### config.mk
export PLATFORM = sky130hd
export DESIGN_NAME = txq_target_tx
export DESIGN_NICKNAME = d
export VERILOG_FILES = /design/src/rtl/txq_pkg.sv /design/src/rtl/txq_policy.sv /design/src/rtl/txq_lock_fsm.sv /design/src/rtl/txq_store.sv /design/src/rtl/txq_target_tx.sv
export SDC_FILE = /design/constraint.sdc
export NUM_CORES = 1
export LEC_CHECK = 0
export BUFFER_PORTS_ARGS = -buffer_cell sky130_fd_sc_hd__buf_2
export CAP_MARGIN = 30
export CORE_AREA = 2 2 80 82
export DETAILED_ROUTE_END_ITERATION = 7
export DIE_AREA = 0 0 82 84
export PLACE_DENSITY = 0.79
export SLEW_MARGIN = 20
export SYNTH_ARGS = -nofsm -noshare
export SYNTH_HDL_FRONTEND = slang
export SYNTH_SLANG_ARGS = --single-unit
### constraint.sdc
create_clock -name clk -period 8.28 [get_ports clk]
set_input_delay 1.656 -clock clk [delete_from_list [all_inputs] [get_ports clk]]
set_output_delay 1.656 -clock clk [all_outputs]
set_load 0.03 [all_outputs]
### src/rtl/txq_pkg.sv
package txq_pkg;
    typedef enum logic [0:0] {
        LK_OPEN = 1'b0,
        LK_HELD = 1'b1
    } lock_state_e;

    localparam int EV_N    = 3;
    localparam int EV_OWN  = 0;
    localparam int EV_GEN  = 1;
    localparam int EV_NACK = 2;
endpackage

### src/rtl/txq_policy.sv
module txq_policy
    import txq_pkg::*;
(
    input  logic            target_mode,
    input  logic            preload_mode,
    input  logic [EV_N-1:0] evt,
    input  logic [EV_N-1:0] keep,
    output logic            flush,
    output logic            lock_req
);
    logic [EV_N-1:0] drop_v;

    // one flush qualifier per bus event
    for (genvar g = 0; g < EV_N; g++) begin : g_drop
        assign drop_v[g] = target_mode & evt[g] & ~keep[g];
    end

    assign flush    = |drop_v;
    // lock is independent of the per-event keep bits; only preload masks it
    assign lock_req = target_mode & ~preload_mode & (evt[EV_OWN] | evt[EV_GEN]);
endmodule

### src/rtl/txq_lock_fsm.sv
module txq_lock_fsm
    import txq_pkg::*;
(
    input  logic clk,
    input  logic rst_n,
    input  logic lock_req,
    input  logic clr_req,
    output logic locked
);
    lock_state_e state_q, state_d;

    always_comb begin
        state_d = state_q;
        unique case (state_q)
            LK_OPEN: if (lock_req) state_d = LK_HELD;
            LK_HELD: if (clr_req && !lock_req) state_d = LK_OPEN;
            default: state_d = LK_OPEN;
        endcase
    end

    always_ff @(posedge clk) begin
        if (!rst_n) state_q <= LK_OPEN;
        else        state_q <= state_d;
    end

    always_comb begin
        locked = (state_q == LK_HELD);
    end
endmodule

### src/rtl/txq_store.sv
module txq_store #(
    parameter int WIDTH = 8,
    parameter int DEPTH = 8,
    localparam int PTR_W = (DEPTH > 1) ? $clog2(DEPTH) : 1,
    localparam int CNT_W = $clog2(DEPTH + 1)
) (
    input  logic             clk,
    input  logic             rst_n,
    input  logic             flush,
    input  logic             push,
    input  logic [WIDTH-1:0] push_data,
    input  logic             pop,
    output logic [WIDTH-1:0] head_data,
    output logic [CNT_W-1:0] count
);
    localparam logic [PTR_W-1:0] LAST_IDX = PTR_W'(DEPTH - 1);
    localparam logic [CNT_W-1:0] FULL_CNT = CNT_W'(DEPTH);

    logic [WIDTH-1:0] mem [DEPTH];
    logic [PTR_W-1:0] wr_ptr, rd_ptr;
    logic             push_ok, pop_ok;

    assign push_ok   = push && (count != FULL_CNT);
    assign pop_ok    = pop && (count != '0);
    assign head_data = mem[rd_ptr];

    function automatic logic [PTR_W-1:0] bump(input logic [PTR_W-1:0] p);
        return (p == LAST_IDX) ? '0 : p + PTR_W'(1);
    endfunction

    always_ff @(posedge clk) begin
        if (!rst_n) begin
            wr_ptr <= '0;
            rd_ptr <= '0;
            count  <= '0;
        end else if (flush) begin
            wr_ptr <= '0;
            rd_ptr <= '0;
            count  <= '0;
        end else begin
            if (push_ok) wr_ptr <= bump(wr_ptr);
            if (pop_ok)  rd_ptr <= bump(rd_ptr);
            if (push_ok && !pop_ok)      count <= count + CNT_W'(1);
            else if (pop_ok && !push_ok) count <= count - CNT_W'(1);
        end
    end

    always_ff @(posedge clk) begin
        if (!rst_n) begin
            for (int i = 0; i < DEPTH; i++) mem[i] <= '0;
        end else if (push_ok && !flush) begin
            mem[wr_ptr] <= push_data;
        end
    end
endmodule

### src/rtl/txq_target_tx.sv
module txq_target_tx
    import txq_pkg::*;
#(
    parameter int WIDTH = 8,
    parameter int DEPTH = 8,
    localparam int CNT_W = $clog2(DEPTH + 1)
) (
    input  logic             clk,
    input  logic             rst_n,
    input  logic             target_mode,
    input  logic             preload_mode,
    input  logic             fw_tx_ready,
    input  logic             keep_on_addr,
    input  logic             keep_on_gcall,
    input  logic             keep_on_nack,
    input  logic             evt_addr,
    input  logic             evt_gcall,
    input  logic             evt_nack,
    input  logic             fw_wr_en,
    input  logic [WIDTH-1:0] fw_wr_data,
    input  logic             fw_flag_clr,
    input  logic             bus_pop,
    output logic [WIDTH-1:0] bus_data,
    output logic [CNT_W-1:0] tx_count,
    output logic             tx_ready,
    output logic             lock_flag
);
    logic [EV_N-1:0] evt_v, keep_v;
    logic            flush, lock_req, locked;

    always_comb begin
        evt_v           = '0;
        keep_v          = '0;
        evt_v[EV_OWN]   = evt_addr;
        evt_v[EV_GEN]   = evt_gcall;
        evt_v[EV_NACK]  = evt_nack;
        keep_v[EV_OWN]  = keep_on_addr;
        keep_v[EV_GEN]  = keep_on_gcall;
        keep_v[EV_NACK] = keep_on_nack;
    end

    txq_policy u_policy (
        .target_mode (target_mode),
        .preload_mode(preload_mode),
        .evt         (evt_v),
        .keep        (keep_v),
        .flush       (flush),
        .lock_req    (lock_req)
    );

    txq_lock_fsm u_lock (
        .clk     (clk),
        .rst_n   (rst_n),
        .lock_req(lock_req),
        .clr_req (fw_flag_clr),
        .locked  (locked)
    );

    txq_store #(.WIDTH(WIDTH), .DEPTH(DEPTH)) u_store (
        .clk      (clk),
        .rst_n    (rst_n),
        .flush    (flush),
        .push     (fw_wr_en && !locked),
        .push_data(fw_wr_data),
        .pop      (bus_pop),
        .head_data(bus_data),
        .count    (tx_count)
    );

    always_comb begin
        lock_flag = locked;
        tx_ready  = preload_mode ? fw_tx_ready : (tx_count != '0);
    end
endmodule

== Word-level counts from Yosys, hierarchy flattened ==
Memory sizes are Yosys's and may differ from the RTL's. A register that Yosys moved wholly into a read port is not among the register bits.
Index checks and enable logic that the tools add are counted.

* Eq/ne operators: 3
* Add/sub/neg operators: 4
* Reduce and logical (&&, ||, !) cells: 17
* Muxes and demuxes: 17
* Bitwise gates (word level): 15

{| class="wikitable"
|+ Operator list
! cell !! number
|-
| 3-bit two-way mux || 5
|-
| 1-bit AND || 8
|-
| 1-bit two-way mux || 8
|-
| 4-bit two-way mux || 2
|-
| 8-bit two-way mux || 1
|-
| 8-bit OR reduction || 1
|-
| 1-bit logical AND || 7
|-
| 3-bit by 1-bit adder with 3-bit output, second input constant || 2
|-
| 3-bit equality test, second input constant || 2
|-
| 1-bit NOT || 6
|-
| 1-bit zero test || 5
|-
| 4-bit by 1-bit adder with 4-bit output, second input constant || 1
|-
| 4-bit inequality test, second input constant || 1
|-
| 4-bit nonzero test || 1
|-
| 4-bit OR reduction || 1
|-
| 4-bit by 1-bit subtractor with 4-bit output, second input constant || 1
|-
| 3-bit OR reduction || 1
|-
| 1-bit one-hot mux with 2 select lines || 1
|-
| 2-bit nonzero test || 1
|-
| 1-bit OR || 1
|}

* Output and inout bits: 14
* Flip-flop bits (word level): 11
* RAM bits: 64
* Bits of input ports: 22
* Memories kept: 1
* Word-level logic and storage cells: 61

{| class="wikitable"
|+ Memories
! name !! words !! bits a word !! read ports !! clocked after Yosys merged registers in !! wr ports !! line !! text
|-
| u_store.mem || 8 || 8 || 1 || 1 || 8 || txq_store.sv:19 || <nowiki>logic [WIDTH-1:0] mem [DEPTH];</nowiki>
|}

== Depth between registers and ports, before layout ==
Gate-level depths: netlist of run 1.

* Word-level depth: 10
* Gate-level depth with buffers: 9
* Gate-level depth less buffers: 9

== Modules after synthesis ==
A second synthesis of run 1 with hierarchy kept.

* Cells, all modules: 263
* Area, all modules: 3612.2 um^2

{| class="wikitable"
|+ By module, submodules not included
! module !! cells an instance !! instances !! area an instance (um^2) !! sequential area each (um^2)
|-
| txq_store || 250 || 1 || 3510.9 || 2182.1
|-
| txq_lock_fsm || 3 || 1 || 41.3 || 20.0
|-
| txq_policy || 6 || 1 || 38.8 || 0.0
|-
| txq_target_tx || 4 || 1 || 21.3 || 0.0
|}

== Least setup slack after synthesis of run 1 ==
No wires, ideal clock.

* Path type: input to register
* Start: in evt_nack
* End: mem u_store.mem[0][0], enable pin
* Stages on the path: 4
* Data arrival time: 3433 ps
* Required time: 7882 ps
* Path slack: 4449 ps
* Path through: nor2b_4 > o31ai_4 > nand2_2 > o41ai_1

{| class="wikitable"
|+ RTL lines
! item !! line !! text
|-
| start, declared || txq_target_tx.sv:18 || <nowiki>input logic evt_nack,</nowiki>
|-
| end, declared || txq_store.sv:19 ||
|}

== Worst setup path in the final report of run 1 ==
* Start: in preload_mode
* End: out tx_ready

* Longest elaborated chain between the ends: 1

{| class="wikitable"
|+ Ends and longest elaborated chain
! item !! line !! text
|-
| start, declared || txq_target_tx.sv:11 || <nowiki>input logic preload_mode,</nowiki>
|-
| 1-bit two-way mux || txq_target_tx.sv:72 || <nowiki>tx_ready = preload_mode ? fw_tx_ready : (tx_count != '0);</nowiki>
|-
| end, declared || txq_target_tx.sv:25 || <nowiki>output logic tx_ready,</nowiki>
|}

Every way passes these cells.

==> results_dict.tcl, run 1 <==
set metrics [dict create \
    outcome "finished, final reports clean" \
    period_share 0.478 \
    rows 29 \
    clkLatencyLatePin_ns 0.35 \
    yosys-top-cells-count "edfxtp_1 (64), nor2_1 (64), mux4_2 (16)" \
    pwr-share-comb 0.253 \
    seq_power_share 0.443 \
    worst-path-max-fanout 2 \
    fin_util 0.689 \
    p_leak_nw 1.57 \
    post-synth-top-area-cell "edfxtp_1" \
    r2r_slack_ns 5.67 \
    drt-initial-drc-count 144 \
    fin_tns_setup_ns 0 \
    ys_seq_area_frac 0.596 \
    ys_ff_latch 78 \
    synth-edff-count 64 \
    slew_violations 0 \
    antennaDiodeCount 0 \
    hpwl_microns 5150 \
    pre_cts_slack_ns 4.32 \
    yosysWarningCount 0 \
    drtAntennaViolNets 0 \
    start_util 0.606 \
    fmax_mhz 252 \
    netlist_area_sq_mm 0.00369 \
    wirelength_microns 7410 \
    ys_types 40 \
    core_sq_mm 0.00610 \
    clkTransAtPathRegs_ns 0.08 \
    power_switching_mw 0.330 \
    postCtsHoldBufs 0 \
    die-height_microns 84 \
    htree_num_levels 3 \
    wl_per_cell_microns 18.8 \
    die_area_sq_mm 0.00689 \
    placed_area_sq_mm 0.00396 \
    fillers 436 \
    fin_area_sq_mm 0.00420 \
    power_density_mw_per_mm2 261 \
    drc 0 \
    areaGrowthSynthToFinish_pct 13.8 \
    ys_top_cells_by_area "edfxtp_1 (52%), mux4_2 (9.8%), dfxtp_1 (7.6%)" \
    via_per_inst 5.77 \
    dr_total_vias 2278 \
    cts_tree "yes" \
    crit_path_end_kind "output port" \
    fin_ws_ns 4.32 \
    skew_ns 0.00478 \
    setup_viol_count_final 0 \
    grt_max_degree 25 \
    nNetsFinal 343 \
    peakVddDrop_uv 207 \
    worst_pin_slew_ns 0.795 \
    cts.repair.resized 0 \
    synth_nets 304 \
    first_pass_iters 4 \
    syn_inst 274 \
    cts.sinks 78 \
    die_w_microns 82 \
    critical_path_required_ns 6.62 \
    clockRootBuffer "clkbuf_8" \
    synthArstFlopShare 0 \
    synth_top_area_frac 0.521 \
    critPathKind "in -> out" \
    grt.overflow.total 0 \
    antenna_found_initial 0 \
    port-buffer-count 35 \
    grt_pass1_wl_microns 11700 \
    rsz0062_at_grt "no" \
    arrival_ns 2.31 \
    hold_path_class "reg -> reg" \
    clockBufferDepth 2 \
    p_sw_frac 0.301 \
    postCtsSetupRepairBufs 0 \
    internal_power_mw 0.767 \
    place.gp.congestion 0.799 \
    clkPwrFrac 0.304 \
    drive_gt1_frac 0.330 \
    top_level_ports 36 \
    layout_min_cycle_time_ns 3.96 \
    maxSlewHeadroom 0.469 \
    critPathLaunchType "primary input" \
    maxCapViolCount 0 \
    hold_viol_final 0 \
    gr-usage-all-layers 0.239 \
    synthFlopType "edfxtp_1" \
    syn_area_per_cell_sq_um 13.5 \
    cts_buffers 9 \
    grt_pass1_vias 2297 \
]
==> final timing paths <==
check | cells past startpoint | startpoint | endpoint
hold / removal | 2 | u_store.rd_ptr[1] | register
setup reg to reg | 9 | u_store.count[1] | u_store.count[3]
setup / recovery | 4 | preload_mode | tx_ready
hold reg to reg | 2 | u_store.rd_ptr[1] | register
==> cell usage in the layout, fill, tap and decap left out, drive strengths merged, types with 2 or more instances in the layout <==
cell type,synthesis,routed
o21ai,3,3
nor2b,4,4
dfxtp,14,14
nor2,74,74
o31ai,5,5
buf,10,44
bufinv,0,3
clkbuf,6,9
ha,7,7
nand3,6,6
nand2b,12,12
mux2,9,9
mux2i,5,5
a21oi,6,6
edfxtp,64,64
mux4,16,16
clkinv,0,4
nand4,2,2
inv,2,2
nand2,15,15
==> per-layer routing <==
| metal | wire length, microns | part of all wire | vias to the layer above | track usage |
|---|---|---|---|---|
| met5 | 0 | 0 | - | 0 |
| met4 | 121 | 0.016 | 0 | 0.109 |
| met3 | 368 | 0.050 | 11 | 0.0433 |
| met2 | 4030 | 0.54 | 69 | 0.412 |
| met1 | 2890 | 0.39 | 1127 | 0.286 |
| li1 | - | - | 1071 | - |
==> kinds of logic (layout without fill, tap and decap cells) <==
| group | after synthesis | after routing | synth area share |
|---|---|---|---|
| flip-flops | 78 | 78 | 0.596 |
| buffers and inverters | 18 | 62 | 0.0237 |
| XOR/XNOR | 2 | 2 | 0.00475 |
| AO/OA/AOI/OAI | 19 | 19 | 0.0393 |
| multiplexers | 30 | 30 | 0.139 |
| adder cells (fa/ha/maj) | 8 | 8 | 0.0291 |
| AND/OR/NAND/NOR | 119 | 119 | 0.168 |
==> sequential cells by signal (all words and copies together), names as in the netlist, named ones only <==
| register | count |
|---|---|
| u_lock.locked | 1 |
| u_store.count | 4 |
| u_store.mem | 64 |
| u_store.rd_ptr | 3 |
| u_store.wr_ptr | 3 |
==> power by group through the flow <==
| stage | combinational (mW) | sequential [mW] | clock [mW] |
|---|---|---|---|
| 2_1_floorplan | 0.204 | 0.495 | 0 |
| 3_3_place_gp | 0.260 | 0.499 | 0 |
| 3_5_place_dp | 0.279 | 0.494 | 0 |
| 4_1_cts | 0.280 | 0.486 | 0.337 |
| 5_1_grt | 0.301 | 0.490 | 0.351 |
| 6_report | 0.278 | 0.486 | 0.334 |
==> per-stage QoR <==
| step | instances | total power [mW] | hold WS [ns] |
|---|---|---|---|
| floorplan | 274 | 0.699 | 0.454 |
| global placement | 376 | 0.759 | 0.472 |
| detailed placement | 379 | 0.773 | 0.490 |
| CTS | 395 | 1.10 | 0.500 |
| global route | 395 | 1.14 | 0.521 |
| finish | 395 | 1.10 | 0.499 |
==> critical path, cell delays in order <==
cell	delay [ns]
buf_2	0.09
inv_1	0.06
mux2_2	0.32
buf_2	0.17
==> final cells by class <==
| class | count | area [sq um] | share of cell area |
|---|---|---|---|
| clock buffer | 9 | 124 | 0.0295 |
| clock inverter | 7 | 113 | 0.0268 |
| inverter | 2 | 7.51 | 0.00179 |
| multi-input combinational | 178 | 1410 | 0.336 |
| sequential | 78 | 2200 | 0.524 |
| tap | 77 | 96.3 | 0.0229 |
| timing repair buffer | 44 | 248 | 0.0590 |
Power figures use the tool's default switching activity.
==> run 2, diff against run 1 <==
CORE_AREA = 2 2 83 85   (was 2 2 80 82)
DIE_AREA = 0 0 85 87   (was 0 0 82 84)
PLACE_DENSITY = 0.74   (was 0.79)
clock period = 3.9 ns   (was 8.28 ns; I/O delays follow)
==> run 2 against run 1 <==
- critical path depth decreased by 1
- die area increased by 7.4%
- clock skew increased by 0.0018 ns
- clock power increased by 93%
- critical endpoint is now bus_data[2]
==> results_dict.tcl, run 2 (synthesis results as in run 1) <==
set metrics [dict create \
    htree_num_levels 3 \
    hold_path_class "reg -> reg" \
    p_leak_nw 1.56 \
    wirelength_microns 7450 \
    critical_path_required_ns 3.12 \
    p_sw_frac 0.312 \
    seq_power_share 0.451 \
    grt_pass1_wl_microns 12000 \
    cts_tree "yes" \
    first_pass_iters 4 \
    outcome "finished, final reports clean" \
    fmax_mhz 347 \
    worst-path-max-fanout 16 \
    top_level_ports 36 \
    drt-initial-drc-count 174 \
    fillers 493 \
    maxCapViolCount 0 \
    skew_ns 0.00660 \
    internal_power_mw 1.55 \
    largest_register_ffs 64 \
    place.gp.congestion 0.738 \
    min_path_cells 2 \
    cp.buffers_inverters 1 \
    slew_violations 0 \
    r2r-start "u_store.count[1]" \
    drive_gt1_frac 0.330 \
    maxSlewHeadroom 0.441 \
    rsz0062_at_grt "no" \
    areaGrowthSynthToFinish_pct 13.4 \
    cp_slowest_cell "dfxtp_1" \
    pwr-share-comb 0.264 \
    layout_common_cells "nor2_1 (64), edfxtp_1 (64), buf_2 (35)" \
    critPathLaunchType "register" \
    antennaDiodeCount 0 \
    hold_path_end "u_store.rd_ptr[1]" \
    r2r_slack_ns 1.30 \
    critPathKind "reg -> out" \
    postCtsSetupRepairBufs 0 \
    crit_path_end_kind "output port" \
    rows 30 \
    power_density_mw_per_mm2 540 \
    nNetsFinal 343 \
    arrival_ns 2.11 \
    critPathTopFamily "flip-flops" \
    gr-usage-all-layers 0.223 \
    die-height_microns 87 \
    regMostFlops "u_store.mem" \
    path_cells "mux4_2, mux2_2, buf_2" \
    ff2ff_path_depth 9 \
    cts.sinks 78 \
    slowest_delay_ns 0.85 \
    dr_total_vias 2271 \
    core_sq_mm 0.00657 \
    hold_viol_final 0 \
    layout_min_cycle_time_ns 2.89 \
    reg_top3 "u_store.mem (64), u_store.count (4)" \
    grt_max_degree 25 \
    drc 0 \
    die_w_microns 85 \
    fin_tns_setup_ns 0 \
    setup_viol_count_final 0 \
    hp-start "u_store.rd_ptr[1]" \
    cts.repair.resized 0 \
    clockRootBuffer "clkbuf_8" \
    via_per_inst 5.71 \
    worstReg2RegEnd "u_store.count[3]" \
    clkTransAtPathRegs_ns 0.08 \
    drtAntennaViolNets 0 \
    clkPwrFrac 0.285 \
    worst_pin_slew_ns 0.837 \
    postCtsHoldBufs 0 \
    grt_pass1_vias 2358 \
    wl_per_cell_microns 18.7 \
    fin_ws_ns 1.01 \
    pre_cts_slack_ns 1.13 \
    port-buffer-count 35 \
    hpwl_microns 4870 \
    peakVddDrop_uv 423 \
    clockBufferDepth 2 \
    power_switching_mw 0.706 \
    antenna_found_initial 0 \
    cts_buffers 9 \
    clkLatencyLatePin_ns 0.35 \
    grt.overflow.total 0 \
    start_util 0.562 \
    die_area_sq_mm 0.00740 \
    period_share 0.740 \
]
==> run 2: cell count changes in the layout (fill, tap and decap cells not counted), sizes merged <==
cell	delta
clkbuf	+4
clkinv	-2
bufinv	-3
inv	+1
==> run 2: tightest hold or removal path, stage by stage, from the launching register on <==
cell and delay, ns:
dfxtp_1 0.32, nand2_1 0.05, a21oi_1 0.07
==> run 2: layout make-up <==
type                    instances  area (sq um)  area share
clock buffers                  13           203      0.0484
clock inverters                 3          20.0     0.00478
inverters                       2          7.51     0.00179
multi-input cells             178          1410       0.337
flip-flops and latches         78          2200       0.526
well taps                      80           100      0.0239
repair buffers                 44           243      0.0580
==> run 2: power by group through the flow <==
| stage | Combinational (mW) | Sequential [mW] | Clock, mW |
|---|---|---|---|
| after CTS | 0.602 | 1.02 | 0.651 |
| after global placement | 0.586 | 1.04 | 0 |
| final | 0.596 | 1.02 | 0.644 |
| after global routing | 0.649 | 1.03 | 0.679 |
| after floorplan | 0.432 | 1.05 | 0 |
| after detailed placement | 0.597 | 1.04 | 0 |
==> run 2: stage by stage <==
stage	hold WS (ns)	util	total power, mW	area (sq um)	instances
after CTS	0.485	0.637	2.27	4190	398
after global routing	0.528	0.637	2.36	4190	398
after detailed placement	0.474	0.603	1.64	3960	382
after global placement	0.475	0.603	1.62	3960	382
final	0.485	0.637	2.26	4190	398
after floorplan	0.454	-	1.48	3690	274
==> run 2: routing by layer <==
layer / vias up / global-route usage / wire [microns]
met5: - / 0 / 0
met3: 10 / 0.0493 / 457
met1: 1100 / 0.272 / 2960
met2: 90 / 0.396 / 3930
li1: 1071 / - / -
met4: 0 / 0.0750 / 108
==> run 2: how the worst max path moves through the flow <==
stage          startpoint                 to  slack (ns)  cells after the start
2_1_floorplan    evt_nack  u_store.mem[0][0]        0.95                      4
3_3_place_gp     fw_wr_en   u_store.count[3]        1.19                     10
3_5_place_dp     fw_wr_en   u_store.count[3]        1.13                     10
4_1_cts          register        bus_data[2]        0.98                      3
5_1_grt          register        bus_data[1]        0.94                      3
6_report         register        bus_data[2]        1.01                      3
==> run 3, diff against run 2 <==
clock period = 2.9 ns   (was 3.9 ns; I/O delays follow)
==> run 3 against run 2 <==
- non-clock buffer count increased by 11
- worst setup slack got worse by 0.69 ns
- sequential share of layout area shrank 0.47 points
- design area is 0.90% higher
- largest power group unchanged
==> results_dict.tcl, run 3 (synthesis results as in run 1) <==
set metrics [dict create \
    die_area_sq_mm 0.00740 \
    peakVddDrop_uv 616 \
    layout_min_cycle_time_ns 2.58 \
    slowest_delay_ns 0.60 \
    clockRootBuffer "clkbuf_8" \
    fin_tns_setup_ns 0 \
    cts.sinks 78 \
    reg_top3 "u_store.mem (64), u_store.count (4)" \
    grt.overflow.total 0 \
    clkLatencyLatePin_ns 0.34 \
    top_level_ports 36 \
    worst-path-max-fanout 6 \
    cts.repair.resized 0 \
    pwr-share-comb 0.285 \
    path_cells "or4_1, nand2_1, ha_1, inv_1, ha_1, a21oi_1, a211oi_1, a31oi_1, mux2i_1" \
    regArea_sq_mm 0.00220 \
    via_per_inst 5.70 \
    critPathKind "reg -> reg" \
    min_path_cells 2 \
    critPathLaunchType "register" \
    hold_path_class "reg -> reg" \
    htree_num_levels 3 \
    start_util 0.562 \
    place.gp.congestion 0.791 \
    nNetsFinal 354 \
    die-height_microns 87 \
    internal_power_mw 2.00 \
    grt_pass1_wl_microns 12400 \
    postCtsHoldBufs 0 \
    slew_violations 0 \
    outcome "finished, final reports clean" \
    grt_max_degree 24 \
    r2r_slack_ns 0.32 \
    drtAntennaViolNets 0 \
    seq_power_share 0.462 \
    antenna_found_initial 0 \
    period_share 0.888 \
    hp-start "u_lock.locked" \
    hold_viol_final 0 \
    cp_common_cell "ha_1" \
    hpwl_microns 5270 \
    clockBufferDepth 2 \
    maxCapViolCount 0 \
    largest_register_ffs 64 \
    antennaDiodeCount 0 \
    final_cells 409 \
    cts_buffers 9 \
    arrival_ns 2.84 \
    crit_path_end_kind "register" \
    drc 0 \
    regMostFlops "u_store.mem" \
    fin_area_sq_mm 0.00422 \
    gr-usage-all-layers 0.226 \
    wl_per_cell_microns 18.4 \
    worstReg2RegEnd "u_store.count[3]" \
    areaGrowthSynthToFinish_pct 14.4 \
    grt_pass1_vias 2472 \
    die_w_microns 85 \
    dp.cells 393 \
    hold_path_end "u_lock.locked" \
    skew_ns 0.0101 \
    rsz0062_at_grt "no" \
    dr_total_vias 2332 \
    met3_usage 0.0427 \
    grt_use_met1 0.276 \
    port-buffer-count 35 \
    p_sw_frac 0.320 \
    p_leak_nw 1.59 \
    clkTransAtPathRegs_ns 0.08 \
    fmax_mhz 388 \
    cts_tree "yes" \
    cp_slowest_cell "or4_1" \
    grt_use_met2 0.393 \
    r2r-start "u_store.count[1]" \
    layout_common_cells "nor2_1 (64), edfxtp_1 (64), buf_2 (35)" \
    clkPwrFrac 0.253 \
    first_pass_iters 4 \
    drt-initial-drc-count 163 \
    top_usage_layer "met2" \
    critical_path_required_ns 3.17 \
    multi_input_area_sq_mm 0.00141 \
    postCtsSetupRepairBufs 0 \
    power_switching_mw 0.939 \
    wirelength_microns 7520 \
    rows 30 \
    core_sq_mm 0.00657 \
    ff2ff_path_depth 9 \
    placed_area_sq_mm 0.00405 \
    maxSlewHeadroom 0.637 \
    drive_gt1_frac 0.347 \
    power_mw 2.94 \
    power_density_mw_per_mm2 695 \
    setup_viol_count_final 0 \
    fillers 510 \
    worst_pin_slew_ns 0.543 \
]
run 3: metal layers:
layer	routed length (microns)	vias up
met5	0	-
met4	187	0
met3	304	16
met2	3850	69
met1	3170	1151
li1	-	1096
run 3: how the worst max path moves through the flow:
stage	start	endpoint	slack, ns
finish	u_store.count[1]	u_store.count[3]	0.32
global route	u_store.count[1]	u_store.count[3]	0.13
CTS	register	bus_data[2]	0.28
detailed placement	u_store.count[1]	u_store.count[3]	0.37
global placement	u_store.count[1]	u_store.count[3]	0.48
floorplan	evt_nack	u_store.mem[0][0]	0.15
run 3: stage by stage:
| step | utilization | hold WS (ns) | setup WS (ns) |
|---|---|---|---|
| after floorplan | - | 0.454 | 0.145 |
| after global placement | 0.616 | 0.477 | 0.479 |
| after detailed placement | 0.616 | 0.484 | 0.366 |
| after CTS | 0.643 | 0.499 | 0.279 |
| after global routing | 0.643 | 0.513 | 0.128 |
| final | 0.643 | 0.502 | 0.324 |
run 3: area by class of cell:
class                      count  share of cell area
sequential                    78               0.521
multi-input combinational    178               0.334
timing repair buffer          55              0.0770
clock buffer                  13              0.0379
tap                           80              0.0237
clock inverter                 3             0.00415
inverter                       2             0.00178
run 3: power groups by stage:
stage          clock, mW  sequential [mW]  combinational (mW)
3_3_place_gp           0             1.37               0.825
4_1_cts            0.751             1.36               0.847
3_5_place_dp           0             1.38               0.844
6_report           0.742             1.36               0.838
5_1_grt            0.791             1.37               0.910
2_1_floorplan          0             1.41               0.581
run 3: worst max-delay path: cells and delay by family, from the launching register on:
family / cells / cell delay, ns
buffers and inverters: 1 / 0.10
AOI/OAI and AO/OA: 3 / 0.49
DFF: 1 / 0.38
muxes: 1 / 0.20
and+or+nand+nor: 2 / 0.79
adders and majority gates: 2 / 0.53
